**config.mk**
```make
export PLATFORM = sky130hd
export DESIGN_NAME = swl_locality_meter
export DESIGN_NICKNAME = d
export VERILOG_FILES = /design/src/rtl/swl_pkg.sv /design/src/rtl/swl_delay_line.sv /design/src/rtl/swl_window_acc.sv /design/src/rtl/swl_locality_meter.sv
export SDC_FILE = /design/constraint.sdc
export NUM_CORES = 1
export LEC_CHECK = 0
export BUFFER_PORTS_ARGS = -buffer_cell sky130_fd_sc_hd__buf_2
export CORE_MARGIN = 10
export CORE_UTILIZATION = 60
export DETAILED_ROUTE_END_ITERATION = 6
export PLACE_DENSITY = 0.77
export SYNTH_ARGS = -nofsm -noshare
export SYNTH_HDL_FRONTEND = slang
export SYNTH_HIERARCHICAL = 1
export SYNTH_SLANG_ARGS = --single-unit
```
**constraint.sdc**
```tcl
create_clock -name clk -period 13.1 [get_ports clk]
set_clock_uncertainty 0.15 [all_clocks]
set_input_delay 0.655 -clock clk [delete_from_list [all_inputs] [get_ports clk]]
set_output_delay 0.655 -clock clk [all_outputs]
set_load 0.05 [all_outputs]
```
**src/rtl/swl_pkg.sv**
```systemverilog
`timescale 1ns/1ps
// swl_pkg: shared helpers for the locality meter.
// Assumes: callers pass positive integers.
package swl_pkg;

    // True when the argument is a power of two; selects the pointer wrap variant.
    function automatic bit is_pow2(input int unsigned v);
        return (v != 0) && ((v & (v - 1)) == 0);
    endfunction

endpackage

```
**src/rtl/swl_delay_line.sv**
```systemverilog
`timescale 1ns/1ps
// swl_delay_line: ring buffer that returns the count accepted WIN pushes ago.
// old_o is the entry that the current push overwrites. It is meaningful only
// while full_o is set. ready_o means the current push completes a full window.
// Assumes WIN >= 2. A clear restarts the fill level, so stale entries are
// never read.
module swl_delay_line
    import swl_pkg::*;
#(
    parameter int CNT_W = 8,
    parameter int WIN   = 32
) (
    input  logic             clk,
    input  logic             rst_n,
    input  logic             clr_i,
    input  logic             push_i,
    input  logic [CNT_W-1:0] din_i,
    output logic [CNT_W-1:0] old_o,
    output logic             full_o,
    output logic             ready_o
);
    localparam int PTR_W  = (WIN > 1) ? $clog2(WIN) : 1;
    localparam int FILL_W = $clog2(WIN + 1);

    logic [CNT_W-1:0]  mem [WIN];
    logic [PTR_W-1:0]  ptr_q;
    logic [PTR_W-1:0]  ptr_inc;
    logic [FILL_W-1:0] fill_q;

    // Pointer advance: a natural wrap for powers of two, otherwise an explicit compare.
    generate
        if (is_pow2(WIN)) begin : g_pow2_wrap
            assign ptr_inc = ptr_q + PTR_W'(1);
        end else begin : g_cmp_wrap
            assign ptr_inc = (ptr_q == PTR_W'(WIN - 1)) ? '0 : ptr_q + PTR_W'(1);
        end
    endgenerate

    assign old_o   = mem[ptr_q];
    assign full_o  = (fill_q == FILL_W'(WIN));
    assign ready_o = (fill_q >= FILL_W'(WIN - 1));

    // Write pointer and fill level, restarted by reset or clear.
    always_ff @(posedge clk) begin
        if (!rst_n || clr_i) begin
            ptr_q  <= '0;
            fill_q <= '0;
        end else if (push_i) begin
            ptr_q <= ptr_inc;
            if (!full_o) fill_q <= fill_q + FILL_W'(1);
        end
    end

    // Storage of counts; no reset needed because the fill level guards reads.
    always_ff @(posedge clk) begin
        if (push_i && !clr_i) mem[ptr_q] <= din_i;
    end

    AST_FILL_RANGE: assert property (@(posedge clk) disable iff (!rst_n)
        fill_q <= FILL_W'(WIN));

endmodule

```
**src/rtl/swl_window_acc.sv**
```systemverilog
`timescale 1ns/1ps
// swl_window_acc: running window sum, grand total and peak window sum.
// Each push adds the new count. When the delay line is full, the push also
// subtracts the count that left the window. The peak is updated only on
// pushes that complete a full window. Next-state values go out so that the
// top can capture results that include the current push.
// Assumes no more than 2^(ACC_W-CNT_W) pushes between clears.
module swl_window_acc #(
    parameter int CNT_W = 8,
    parameter int ACC_W = 24
) (
    input  logic             clk,
    input  logic             rst_n,
    input  logic             clr_i,
    input  logic             push_i,
    input  logic [CNT_W-1:0] din_i,
    input  logic [CNT_W-1:0] old_i,
    input  logic             full_i,
    input  logic             ready_i,
    output logic [ACC_W-1:0] peak_nxt_o,
    output logic [ACC_W-1:0] total_nxt_o,
    output logic             win_nxt_o
);
    localparam int PAD_W = ACC_W - CNT_W;

    logic [ACC_W-1:0] sum_q, total_q, peak_q;
    logic             win_q;
    logic [ACC_W-1:0] sum_n, total_n, peak_n;
    logic             win_n;
    logic [ACC_W-1:0] din_x, old_x, slide_sum;

    assign din_x     = {{PAD_W{1'b0}}, din_i};
    assign old_x     = full_i ? {{PAD_W{1'b0}}, old_i} : '0;
    assign slide_sum = sum_q + din_x - old_x;

    // Next-state selection: clear, accept a count, or hold.
    always_comb begin
        sum_n   = sum_q;
        total_n = total_q;
        peak_n  = peak_q;
        win_n   = win_q;
        if (clr_i) begin
            sum_n   = '0;
            total_n = '0;
            peak_n  = '0;
            win_n   = 1'b0;
        end else if (push_i) begin
            sum_n   = slide_sum;
            total_n = total_q + din_x;
            win_n   = win_q | ready_i;
            if (ready_i && (slide_sum > peak_q)) peak_n = slide_sum;
        end
    end

    // Accumulator registers.
    always_ff @(posedge clk) begin
        if (!rst_n) begin
            sum_q   <= '0;
            total_q <= '0;
            peak_q  <= '0;
            win_q   <= 1'b0;
        end else begin
            sum_q   <= sum_n;
            total_q <= total_n;
            peak_q  <= peak_n;
            win_q   <= win_n;
        end
    end

    assign peak_nxt_o  = peak_n;
    assign total_nxt_o = total_n;
    assign win_nxt_o   = win_n;

    AST_SUB_NO_WRAP: assert property (@(posedge clk) disable iff (!rst_n)
        (push_i && !clr_i && full_i) |-> ((sum_q + din_x) >= old_x));
    AST_TOTAL_NO_WRAP: assert property (@(posedge clk) disable iff (!rst_n)
        (push_i && !clr_i) |-> (total_n >= total_q));
    AST_SUM_LE_TOTAL: assert property (@(posedge clk) disable iff (!rst_n)
        sum_q <= total_q);
    AST_PEAK_MONO: assert property (@(posedge clk) disable iff (!rst_n)
        !clr_i |=> (peak_q >= $past(peak_q)));
    AST_CLEAR: assert property (@(posedge clk) disable iff (!rst_n)
        clr_i |=> (total_q == '0 && peak_q == '0 && !win_q));

endmodule

```
**src/rtl/swl_locality_meter.sv**
```systemverilog
`timescale 1ns/1ps
// swl_locality_meter: finds the peak WIN-address window sum and the total of
// an access-count profile. When the end strobe arrives, the results, including
// any count accepted in that cycle, are captured and held, and done pulses one
// cycle later. A profile shorter than WIN reports its total as the peak.
// Assumes start and end strobes do not coincide, WIN >= 2 and at most
// 2^MAX_N_LOG2 counts per profile.
module swl_locality_meter #(
    parameter int CNT_W      = 8,
    parameter int WIN        = 32,
    parameter int MAX_N_LOG2 = 16
) (
    input  logic                        clk,
    input  logic                        rst_n,
    input  logic                        prof_start_i,
    input  logic                        cnt_valid_i,
    input  logic [CNT_W-1:0]            cnt_i,
    input  logic                        prof_end_i,
    output logic                        done_o,
    output logic [CNT_W+MAX_N_LOG2-1:0] peak_o,
    output logic [CNT_W+MAX_N_LOG2-1:0] total_o
);
    localparam int ACC_W = CNT_W + MAX_N_LOG2;

    logic             push;
    logic [CNT_W-1:0] old_cnt;
    logic             dl_full, dl_ready;
    logic [ACC_W-1:0] peak_nxt, total_nxt;
    logic             win_nxt;
    logic             done_q;
    logic [ACC_W-1:0] peak_q, total_q;

    assign push = cnt_valid_i && !prof_start_i;

    swl_delay_line #(.CNT_W(CNT_W), .WIN(WIN)) u_dline (
        .clk     (clk),
        .rst_n   (rst_n),
        .clr_i   (prof_start_i),
        .push_i  (push),
        .din_i   (cnt_i),
        .old_o   (old_cnt),
        .full_o  (dl_full),
        .ready_o (dl_ready)
    );

    swl_window_acc #(.CNT_W(CNT_W), .ACC_W(ACC_W)) u_acc (
        .clk         (clk),
        .rst_n       (rst_n),
        .clr_i       (prof_start_i),
        .push_i      (push),
        .din_i       (cnt_i),
        .old_i       (old_cnt),
        .full_i      (dl_full),
        .ready_i     (dl_ready),
        .peak_nxt_o  (peak_nxt),
        .total_nxt_o (total_nxt),
        .win_nxt_o   (win_nxt)
    );

    // Result capture at the end strobe; done follows one cycle later.
    always_ff @(posedge clk) begin
        if (!rst_n) begin
            done_q  <= 1'b0;
            peak_q  <= '0;
            total_q <= '0;
        end else begin
            done_q <= prof_end_i;
            if (prof_end_i) begin
                total_q <= total_nxt;
                peak_q  <= win_nxt ? peak_nxt : total_nxt;
            end
        end
    end

    assign done_o  = done_q;
    assign peak_o  = peak_q;
    assign total_o = total_q;

    AST_PEAK_LE_TOTAL: assert property (@(posedge clk) disable iff (!rst_n)
        done_o |-> (peak_o <= total_o));
    AST_RESULT_HOLD: assert property (@(posedge clk) disable iff (!rst_n)
        !prof_end_i |=> ($stable(peak_o) && $stable(total_o)));

endmodule

```
; Word-level counts from Yosys, hierarchy flattened
; Memory sizes are Yosys's and may differ from the RTL's. A register that Yosys moved wholly into a read port is not among the register bits.
; Index checks and enable logic that the tools add are counted.
[classes]
add_sub_neg = 5
n_lt_le_gt_ge = 2
eq_ne = 1
n_mux = 13
bitwise_logic = 3
reduce_logical = 8
[op_table]
columns = operator, count
row1 = two-way mux 24 bit, 6
row2 = adder 24 x 8 -> 24 bit, 2
row3 = greater-than comparator 24 bit, 1
row4 = subtractor 24 bit, 1
row5 = two-way mux 5 bit, 2
row6 = two-way mux 8 bit, 1
row7 = "adder 6 x 1 -> 6 bit, second input constant", 1
row8 = "equality test 6 bit, second input constant", 1
row9 = "greater-or-equal comparator 6 x 5 -> 1 bit, second input constant", 1
row10 = "adder 5 x 1 -> 5 bit, second input constant", 1
row11 = two-way mux 1 bit, 4
row12 = logical AND 1 bit, 3
row13 = zero test 1 bit, 2
row14 = inverter 1 bit, 2
row15 = AND reduction 2 bit, 1
row16 = OR reduction 2 bit, 1
row17 = logical OR 1 bit, 1
row18 = bitwise OR 1 bit, 1
[word_totals]
register_bits = 133
ram_bits = 256
input_bits = 13
out_inout_bits = 49
wordCells = 42
n_memories = 1
[mem_list]
columns = memory, depth, width, read_ports, rd_clocked_by_memory_dff, write_ports, line_no
row1 = u_dline.mem, 32, 8, 1, 1, 1, swl_delay_line.sv:25  ; logic [CNT_W-1:0] mem [WIN];

; Depth between registers and ports, before layout
; Gate-level depths: netlist of the first run.
[logic_depth]
depth_word = 9
depth_mapped = 29
ltp_nobuf = 27

; Modules after synthesis
; Netlist of the first run, hierarchy kept.
[by_module_without_submodules]
columns = module, instances, cells_each, area_per_inst_um2, seq_area_each_um2
row1 = swl_delay_line, 1, 477, 10533.9, 8007.7
row2 = swl_window_acc, 1, 700, 5501.5, 1461.4
row3 = swl_locality_meter, 1, 187, 2033.2, 980.9

; Least setup slack after synthesis of the first run
; No wires, ideal clock.
[synth_timing]
path_kind = reg2reg
start = register (tool-made name)
end = register peak_q[1], in the netlist peak_o[1]
setup_ns = 0.120
arrival_time_ns = 6.196
required_time_ns = 12.830
path_slack_ns = 6.633
path_stages_with_launch = 28
n_path_buf = 3
synth_period_minus_slack_ns = 6.467
cell_sequence = dfxtp_1 > clkbuf_1 > buf_1 > mux4_2 > mux4_2 > mux2_2 > and2_1 > ha_1 > inv_1 > ha_1 > fa_1 > a211oi_1 > nor2_1 > o21ai_1 > a21bo_2 > a311oi_1 > or3_1 > and2_1 > ha_1 > nand4_1 > nor4_1 > a31oi_1 > o21ai_2 > buf_2 > mux2i_1 > nor2_1 > mux2i_1 > a21oi_1
[synth_rtl]
columns = element, line_no
row1 = to (signal assigned), swl_locality_meter.sv:70  ; peak_q <= win_nxt ? peak_nxt : total_nxt;
row2 = to (decl), swl_locality_meter.sv:31  ; logic [ACC_W-1:0] peak_q, total_q;

==> results of run 1 <==
==> power by group <==
part           switching, W  internal, W  leakage [nW]
clock network      0.000457     0.000635         0.621
logic              0.000189     0.000116          2.90
registers        0.00000633      0.00133          3.42
total              0.000652      0.00208          6.94
==> metal layers <==
metal | up-vias | track usage, % | share of wire (%)
met5 | - | 0 | 0
met4 | 0 | 5.84 | 2.0
met3 | 62 | 3.70 | 6.6
met1 | 5502 | 29.3 | 44
met2 | 365 | 32.6 | 48
li1 | 5124 | - | -
==> cells in the mapped netlist (all sizes together) (9+ instances only) <==
| master | instances |
|---|---|
| nand2 | 41 |
| dfxtp | 138 |
| mux2i | 84 |
| buf | 32 |
| nor2 | 178 |
| clkbuf | 30 |
| a21oi | 67 |
| ha | 62 |
| mux4 | 80 |
| xnor2 | 24 |
| a211oi | 15 |
| nand3 | 14 |
| xor2 | 16 |
| inv | 88 |
| and2 | 23 |
| nand4 | 13 |
| o21ai | 51 |
| nor2b | 36 |
| edfxtp | 256 |
| mux2 | 9 |
| a21o | 18 |
| fa | 9 |
==> state kept, by name, summed over array words and instances, names as in the netlist, named ones only <==
register and cells:
u_acc/total_q 24, done_o 1, u_acc/peak_q 24, u_dline/ptr_q 5, u_acc/win_q 1, u_dline/fill_q 6, u_dline/mem 256, total_o 24
u_acc/sum_q 24, peak_o 24
==> final timing paths <==
check	startpoint	cells after the start	end
max reg2reg	flip-flop	25	peak_o[18]
min	u_acc/win_q	2	u_acc/win_q
min reg2reg	u_acc/win_q	2	u_acc/win_q
max	flip-flop	25	peak_o[18]
==> placed cells by master, fill, tap and decap left out, types with 18 or more instances in the layout <==
master       n
edfxtp_1   256
nor2_1     177
dfxtp_1    136
inv_1       87
mux2i_1     84
mux4_2      80
a21oi_1     65
ha_1        62
buf_2       61
o21ai_0     44
clkbuf_16   41
nand2_1     41
nor2b_1     35
and2_1      23
xnor2_1     23
a21o_1      18
==> worst max-delay path, stage by stage (launching register included) <==
cell       delay [ns]
dfxtp_4          0.71
buf_4            0.68
mux4_2           0.59
mux4_2           0.52
mux2_2           0.31
and2_1           0.19
fa_1             0.48
inv_1            0.05
ha_1             0.37
a211oi_1         0.10
nor2_1           0.24
o21ai_1          0.13
a21bo_2          0.24
a31oi_2          0.25
xor2_1           0.50
ha_1             0.37
nand4_1          0.16
nor3_1           0.06
a2bb2oi_1        0.15
o311ai_0         0.17
o21ai_2          0.93
inv_2            0.35
a31oi_1          0.34
nor2_1           0.07
mux2i_1          0.17
a21oi_1          0.08
==> kinds of logic after synthesis <==
family / Yosys count
AO/OA/AOI/OAI: 196
XOR/XNOR: 40
adder cells (fa/ha/maj): 71
buffers and inverters: 150
flip-flops: 394
multiplexers: 173
AND/OR/NAND/NOR: 340
==> metrics by stage <==
step / util [%] / instances / hold slack, ns / power [W] / area, um^2
finish: 67.0 / 1838 / 0.335 / 0.00273 / 19900
global route: 67.0 / 1837 / 0.352 / 0.00284 / 19900
CTS: 67.0 / 1837 / 0.333 / 0.00275 / 19900
detailed placement: 62.8 / 1768 / 0.320 / 0.00166 / 18600
global placement: 62.8 / 1768 / 0.307 / 0.00166 / 18600
floorplan: - / 1364 / 0.289 / 0.00159 / 18100
==> layout make-up <==
class	instances	area, um^2	area share (%)
antenna	1	2.50	0.0126
clock buffer	52	1110	5.57
clock inverter	17	146	0.737
inverter	88	330	1.66
multi-input combinational	820	6920	34.8
sequential	394	10500	52.6
tap	390	488	2.46
timing repair buffer	76	418	2.10
==> run metrics, run 1 <==
clock-pin slew on the worst setup and hold paths 0.06 ns; Yosys warnings 6; Port Buffer Count 61; die area 37,500 um^2; CTS Sinks 394; R2R setup slack 4.52 ns; HPWL Detailed 25,700 um; Max-slew headroom 22.1%; fmax 117 MHz; post-route setup TNS 0 ns; area leader, netlist edfxtp_1; first-pass iteration count of the detailed router 5; Setup CP Type reg -> reg; crit path max fanout 36; Root Driver clkbuf_16; NumNets Final 1,504; EDFF count, synth 256; H-tree levels 2; # IOs 62; wire length of the first global-routing pass 62,500 um; Fillers 2,156; First DRT Iteration DRCs 929; arrival time at the worst endpoint 8.80 ns; Setup-failing EPs final 0; Synth area leaders edfxtp_1, dfxtp_1, mux4_2; Critical Path Sink Type flip-flop; Setup crit start kind flip-flop; CORE AREA 29,600 um^2; Place WS 4.56 ns; P per Cell Area 138 nW/um^2; Final Slew Violations 0; Routed wire per std cell 21.5 um; Hold Crit Class reg -> reg; total CTS buffers 40; Distinct cells, synth 66; CP required 13.32 ns; overall global routing resource usage 20.8%; largest family of logic cells by synthesized area multiplexers; # hold bufs at CTS 0; Setup WS post-layout 4.52 ns; synthesized cell area 18,100 um^2; Tcrit/Tclk final 65.5%; initial antenna violation count 1; area share of fa/ha/maj cells after synthesis 5.29%; Tmin final 8.58 ns; multiplexer share of the synthesized area 15.2%; Mapped Avg Cell Area 13.2 um^2; Setup Buffers After CTS 0; final hold violation count 0; largest net degree at the start of global routing 74; register area share after synthesis 57.8%; GP Congestion 0.854; Synth Area in Simple Gates 8.74%; Synth Instances 1,364; worst-margin pin slew 1.17 ns; Post-Route WL 39,500 um; Post-Synth XOR/XNOR Area 1.98%; outcome complete, no violations; Rows 63; starting density of the core 61.0%; vias in the first global route 10,871; post-cts gate resize count 0; #FFs+latches synth 394; Max-cap violations 0; DR vias/cell 6.01; CTS tree yes; Syn Nets 1,448; Synth Area in Compound Gates 7.06%; share of cells above drive strength 1 16.9%; Vias 11,053; RSZ-0062 raised after global routing false; Lkg Pwr 6.94 nW; Die Y 194 um; Post-route DRC 0; Clk Latency, worst-skew pair 0.54 ns; Antenna Nets Post-Route 0; asr flop ratio synth 0%; Post-synth top flop edfxtp_1; Die W 194 um; Max clock buf depth 3; Max VDD drop 0.113 mV; post-synth top area share 42.5%; total congestion overflow 0; Syn-to-layout area delta 9.98%
(Power assumes the default switching activity.)
==> run 2, diff against run 1 <==
- clock period: 13.1 -> 8.4 ns (I/O delays scaled with it)
==> run 2 against run 1 <==
  * Global-route usage up 0.82 points
  * Clock power up 58%
  * Combinational power up 60%
  * Utilization up 0.23 points
  * Cell area up 0.34%
  * Worst hold slack worse by 0.30 ns
  * Total power up 57%
  * Largest cell class unchanged
  * Die area unchanged
  * Largest power group unchanged
  * Critical path depth unchanged
==> run metrics, run 2 (synthesis gave the netlist of run 1 again) <==
H-tree levels 2 (unchanged); most common cell after layout, fill and taps aside edfxtp_1; Hold Crit Class in -> reg; crit path max fanout 25 (-31%); Die Y 194 um (unchanged); Max clock buf depth 3 (unchanged); starting density of the core 61.0% (unchanged); Port Buffer Count 61 (unchanged); Max-slew headroom 28.3% (+6.2 points); CTS Sinks 394 (unchanged); GP Congestion 0.855 (+0.13%); Setup-failing EPs final 0 (unchanged); # IOs 62 (unchanged); fmax 127 MHz (+9.1%); worst-margin pin slew 1.07 ns (-0.0969 ns); Crit-path slowest cell dfxtp_4; P per Cell Area 215 nW/um^2 (+57%); Vias 11,226 (+1.6%); initial antenna violation count 0 (-1); Max-cap violations 0 (unchanged); final hold violation count 0 (unchanged); Setup CP Type reg -> reg; Worst R2R Path Depth 25 (unchanged); hold path depth 1 (-1); share of cells above drive strength 1 17.1% (+0.15 points); Most flops, register u_dline/mem; vias in the first global route 11,492 (+5.7%); Critical Path Sink Type flip-flop; CTS tree yes; Tcrit/Tclk final 93.6% (+28 points); commonest non-fill, non-tap cells in the layout edfxtp_1, nor2_1, dfxtp_1; max FFs per register 256 (unchanged); Lkg Pwr 6.95 nW (+0.15%); diode count 0 (-1); Final Slew Violations 0 (unchanged); R2R setup slack 0.54 ns (-3.98 ns); cell family with most CP delay multiplexers; hold wc startpoint cnt_i[7]; Die W 194 um (unchanged); Max VDD drop 0.185 mV (+63%); Antenna Nets Post-Route 0 (unchanged); Setup Buffers After CTS 0 (unchanged); # hold bufs at CTS 0 (unchanged); Final Util 67.3% (+0.23 points); largest net degree at the start of global routing 74 (unchanged); clock-pin slew on the worst setup and hold paths 0.06 ns (about the same); Root Driver clkbuf_16; Worst Hold Path EP u_dline/mem[21][7]; Routed wire per std cell 22.3 um (+3.7%); RSZ-0062 raised after global routing false; Post-Route WL 41,100 um (+4.0%); Setup crit start kind flip-flop; First DRT Iteration DRCs 795 (-14%); NumNets Final 1,505 (+0.066%); DR vias/cell 6.09 (+1.3%); Clk Latency, worst-skew pair 0.54 ns (about the same); crit path buf inv count 3 (unchanged); Tmin final 7.86 ns (-0.719 ns); max incr delay on CP 0.70 ns (-0.23 ns); total congestion overflow 0 (unchanged); total CTS buffers 41 (+2.5%); Worst Hold Slack 0.0366 ns (-0.298 ns); post-route setup TNS 0 ns (unchanged); Rows 63 (unchanged); die area 37,500 um^2 (unchanged); Syn-to-layout area delta 10.4%; HPWL Detailed 26,700 um (+3.6%); worst r2r dst peak_o[10]; Post-route DRC 0 (unchanged); wire length of the first global-routing pass 65,100 um (+4.2%); outcome complete, no violations; arrival time at the worst endpoint 8.10 ns (-0.70 ns); post-cts gate resize count 0 (unchanged); overall global routing resource usage 21.6% (+0.82 points); CORE AREA 29,600 um^2 (unchanged); CP required 8.63 ns (-4.69 ns); first-pass iteration count of the detailed router 6 (+1)
==> run 2: cell types whose count changed in the layout (fill, tap and decap cells not counted), sizes merged <==
cell | previous run | this run
diode | 1 | 0
clkinv | 14 | 12
clkinvlp | 0 | 3
bufinv | 2 | 1
inv | 89 | 90
clkbuf | 52 | 56
==> run 2: worst max-delay path by stage <==
stage	start	end	slack [ns]	cells after the start
2_1_floorplan	flip-flop	peak_o[1]	1.93	27
3_3_place_gp	flip-flop	peak_o[16]	0.74	27
3_5_place_dp	flip-flop	peak_o[16]	0.67	27
4_1_cts	flip-flop	peak_o[16]	0.65	27
5_1_grt	flip-flop	peak_o[16]	0.09	27
6_report	flip-flop	peak_o[10]	0.54	25
==> run 2: through the flow <==
| stage | worst slack, ns | area (um^2) | std cells | power [W] |
|---|---|---|---|---|
| floorplan | 1.93 | 18100 | 1364 | 0.00248 |
| global placement | 0.743 | 18700 | 1768 | 0.00259 |
| detailed placement | 0.671 | 18700 | 1768 | 0.00260 |
| CTS | 0.654 | 19900 | 1842 | 0.00432 |
| global route | 0.0887 | 19900 | 1842 | 0.00445 |
| finish | 0.539 | 19900 | 1842 | 0.00429 |
==> run 2: power by group <==
part,total [W],switching (W),internal (W)
Combinational,0.000488,0.000305,0.000183
Sequential,0.00208,0.00000988,0.00207
Clock,0.00172,0.000737,0.000985
==> run 2: layout make-up <==
cell class	count	area [um^2]
Timing Repair Buffer	76	455
Inverter	88	330
Fill cell	2108	9700
Multi-Input combinational cell	820	6920
Clock inverter	18	153
Clock buffer	56	1130
Sequential cell	394	10500
Tap cell	390	488
==> run 2: routing by layer <==
layer	routed length [um]	share of wire [%]	global-route usage (%)	vias to the layer above
met1	17500	43	28.7	5611
li1	-	-	-	5124
met4	1250	3.0	7.41	0
met2	19600	48	35.0	413
met3	2760	6.7	4.22	78
met5	0	0	0	-
==> run 2: worst register-to-register path, stage by stage (launching register included) <==
cell       delay [ns]
dfxtp_4          0.70
buf_12           0.28
mux4_2           0.59
mux4_2           0.53
mux2_2           0.28
and2_1           0.15
fa_1             0.48
inv_1            0.04
ha_1             0.33
a2111oi_0        0.53
a211oi_1         0.10
o21ai_1          0.15
a21bo_2          0.22
a311oi_1         0.11
or3_1            0.40
and2_1           0.18
ha_1             0.30
nand4_1          0.18
nor4_1           0.56
a31oi_1          0.22
o21ai_2          0.29
inv_2            0.27
mux2i_1          0.35
nor2_1           0.09
mux2i_1          0.17
a21oi_1          0.08
==> run 3, diff against run 2 <==
- CORE_ASPECT_RATIO: unset -> 1.2
==> run 3 against run 2 <==
  * First-iteration DRC count up 3.0%
  * Largest power group unchanged
  * Setup slack gained 0.29 ns
  * Non-clock buffer count is 6 higher
  * Maximum frequency is 3.9% higher
  * Register-to-register slack gained 0.29 ns
==> run metrics, run 3 (synthesis gave the netlist of run 1 again) <==
outcome complete, no violations; met1 Use GR 25.7% (-3.0 points); CP required 8.62 ns (about the same); First DRT Iteration DRCs 819 (+3.0%); Final Slew Violations 0 (unchanged); # IOs 62 (unchanged); Setup CP Type reg -> reg; Crit-path slowest cell dfxtp_4; sw frac 23.8% (-0.64 points); wire length of the first global-routing pass 61,800 um (-5.1%); Tcrit/Tclk final 90.1% (-3.5 points); worst-margin pin slew 0.995 ns (-0.0756 ns); Clk Latency, worst-skew pair 0.53 ns (about the same); share of cells above drive strength 1 17.5% (+0.43 points); Die W 178 um (-7.8%); Flop pwr share 48.2% (-0.3 points); M2 GR Usage 35.5% (+0.56 points); post-route setup TNS 0 ns (unchanged); Max VDD drop 0.198 mV (+7.5%); Port Buffer Count 61 (unchanged); H-tree levels 2 (unchanged); Critical Path Sink Type flip-flop; total congestion overflow 0 (unchanged); Final Util 67.3% (about the same); CORE AREA 29,700 um^2 (+0.20%); clock-pin slew on the worst setup and hold paths 0.06 ns (about the same); Max clock buf depth 3 (unchanged); NumNets Final 1,510 (+0.33%); Clk network pwr share 40.4% (+0.3 points); Lkg Pwr 7.00 nW (+0.69%); max FFs per register 256 (unchanged); GR peak layer met2; Pwr Total 0.00433 W (+0.72%); Syn-to-layout area delta 10.7%; DR vias/cell 5.99 (-1.7%); diode count 0 (unchanged); Max-cap violations 0 (unchanged); Setup Buffers After CTS 0 (unchanged); initial antenna violation count 0 (unchanged); Sw Pwr 0.00103 W (-1.9%); final hold violation count 0 (unchanged); largest net degree at the start of global routing 74 (unchanged); first-pass iteration count of the detailed router 5 (-1); Max-slew headroom 33.0% (+4.7 points); max incr delay on CP 0.62 ns (-0.08 ns); Hold Crit Class in -> reg; Combinational Power Share 11.4% (about the same); Routed wire per std cell 20.9 um (-6.4%); Worst Hold Slack 0.0538 ns (+0.0172 ns); fmax 132 MHz (+3.9%); crit path max fanout 21 (-16%); hold wc startpoint cnt_i[3]; Post-route DRC 0 (unchanged); arrival time at the worst endpoint 7.79 ns (-0.31 ns); CTS Sinks 394 (unchanged); Int Power 0.00329 W (+1.6%); vias in the first global route 11,262 (-2.0%); met3 Usage GRT 2.84% (-1.4 points); most common cell after layout, fill and taps aside edfxtp_1; GP Congestion 0.901 (+5.4%); CTS tree yes; total CTS buffers 40 (-2.4%); HPWL Detailed 26,400 um (-1.1%); overall global routing resource usage 20.7% (-0.97 points); Fillers 2,129 (+1.0%); Tmin final 7.57 ns (-0.292 ns); Post-Route WL 38,500 um (-6.2%); post-cts gate resize count 0 (unchanged); Die Y 210 um (+8.6%); Setup-failing EPs final 0 (unchanged); starting density of the core 60.8% (-0.12 points); P per Cell Area 216 nW/um^2 (+0.42%); die area 37,500 um^2 (about the same); Root Driver clkbuf_16; Antenna Nets Post-Route 0 (unchanged); RSZ-0062 raised after global routing false; Setup crit start kind flip-flop; Rows 69 (+9.5%); Most flops, register u_dline/mem; commonest non-fill, non-tap cells in the layout edfxtp_1, nor2_1, dfxtp_1; Vias 11,060 (-1.5%); # hold bufs at CTS 0 (unchanged)
[run 3: cell types whose count changed in the layout (fill, tap and decap cells not counted)]
cell and change:
clkbuf_8 +3, buf_4 +7, clkinv_16 -1, clkinv_4 +2
buf_12 -1, clkinvlp_4 -2, bufinv_16 +1, clkinv_8 +1
inv_8 -1, clkbuf_1 -3, clkinv_2 -2
[run 3: layout make-up]
type	instances	area (um^2)	share of cell area, %
inverters	88	330	1.65
clock inverters	16	150	0.751
flip-flops and latches	394	10500	52.3
multi-input cells	820	6920	34.6
clock buffers	56	1160	5.82
repair buffers	82	488	2.44
well taps	390	488	2.44
[run 3: stage by stage]
| step | cells | instance area, um^2 | setup WS, ns |
|---|---|---|---|
| 3_3_place_gp | 1774 | 18700 | 0.967 |
| 5_1_grt | 1846 | 20000 | 0.304 |
| 3_5_place_dp | 1774 | 18700 | 0.900 |
| 2_1_floorplan | 1364 | 18100 | 1.93 |
| 6_report | 1846 | 20000 | 0.831 |
| 4_1_cts | 1846 | 20000 | 0.819 |
[run 3: routing by layer]
metal	routed length, um	share of wire (%)	up-vias
met3	1820	4.7	83
met5	0	0	-
met2	19600	51	305
met1	15600	40	5539
met4	1560	4.0	0
li1	-	-	5133
[run 3: power by group through the flow]
stage,clock [W],combinational (W),sequential [W]
floorplan,0,0.000328,0.00215
global placement,0,0.000473,0.00213
detailed placement,0,0.000485,0.00213
CTS,0.00179,0.000489,0.00208
global route,0.00186,0.000544,0.00209
finish,0.00175,0.000493,0.00209
[run 3: worst paths after layout]
kind	slack [ns]	to	cells after the start
setup reg to reg	0.83	peak_o[11]	25
setup / recovery	0.83	peak_o[11]	25
hold reg to reg	0.34	u_acc/peak_q[22]	2
hold / removal	0.05	u_dline/mem[0][3]	1
[run 3: critical path, delay by kind of cell, from the launching register on]
| kind | cells | cell delay [ns] |
|---|---|---|
| AND/OR/NAND/NOR | 2 | 0.24 |
| AO/OA/AOI/OAI | 12 | 2.76 |
| flip-flops | 1 | 0.62 |
| multiplexers | 5 | 1.76 |
| adder cells (fa/ha/maj) | 3 | 1.12 |
| buffers and inverters | 3 | 0.73 |
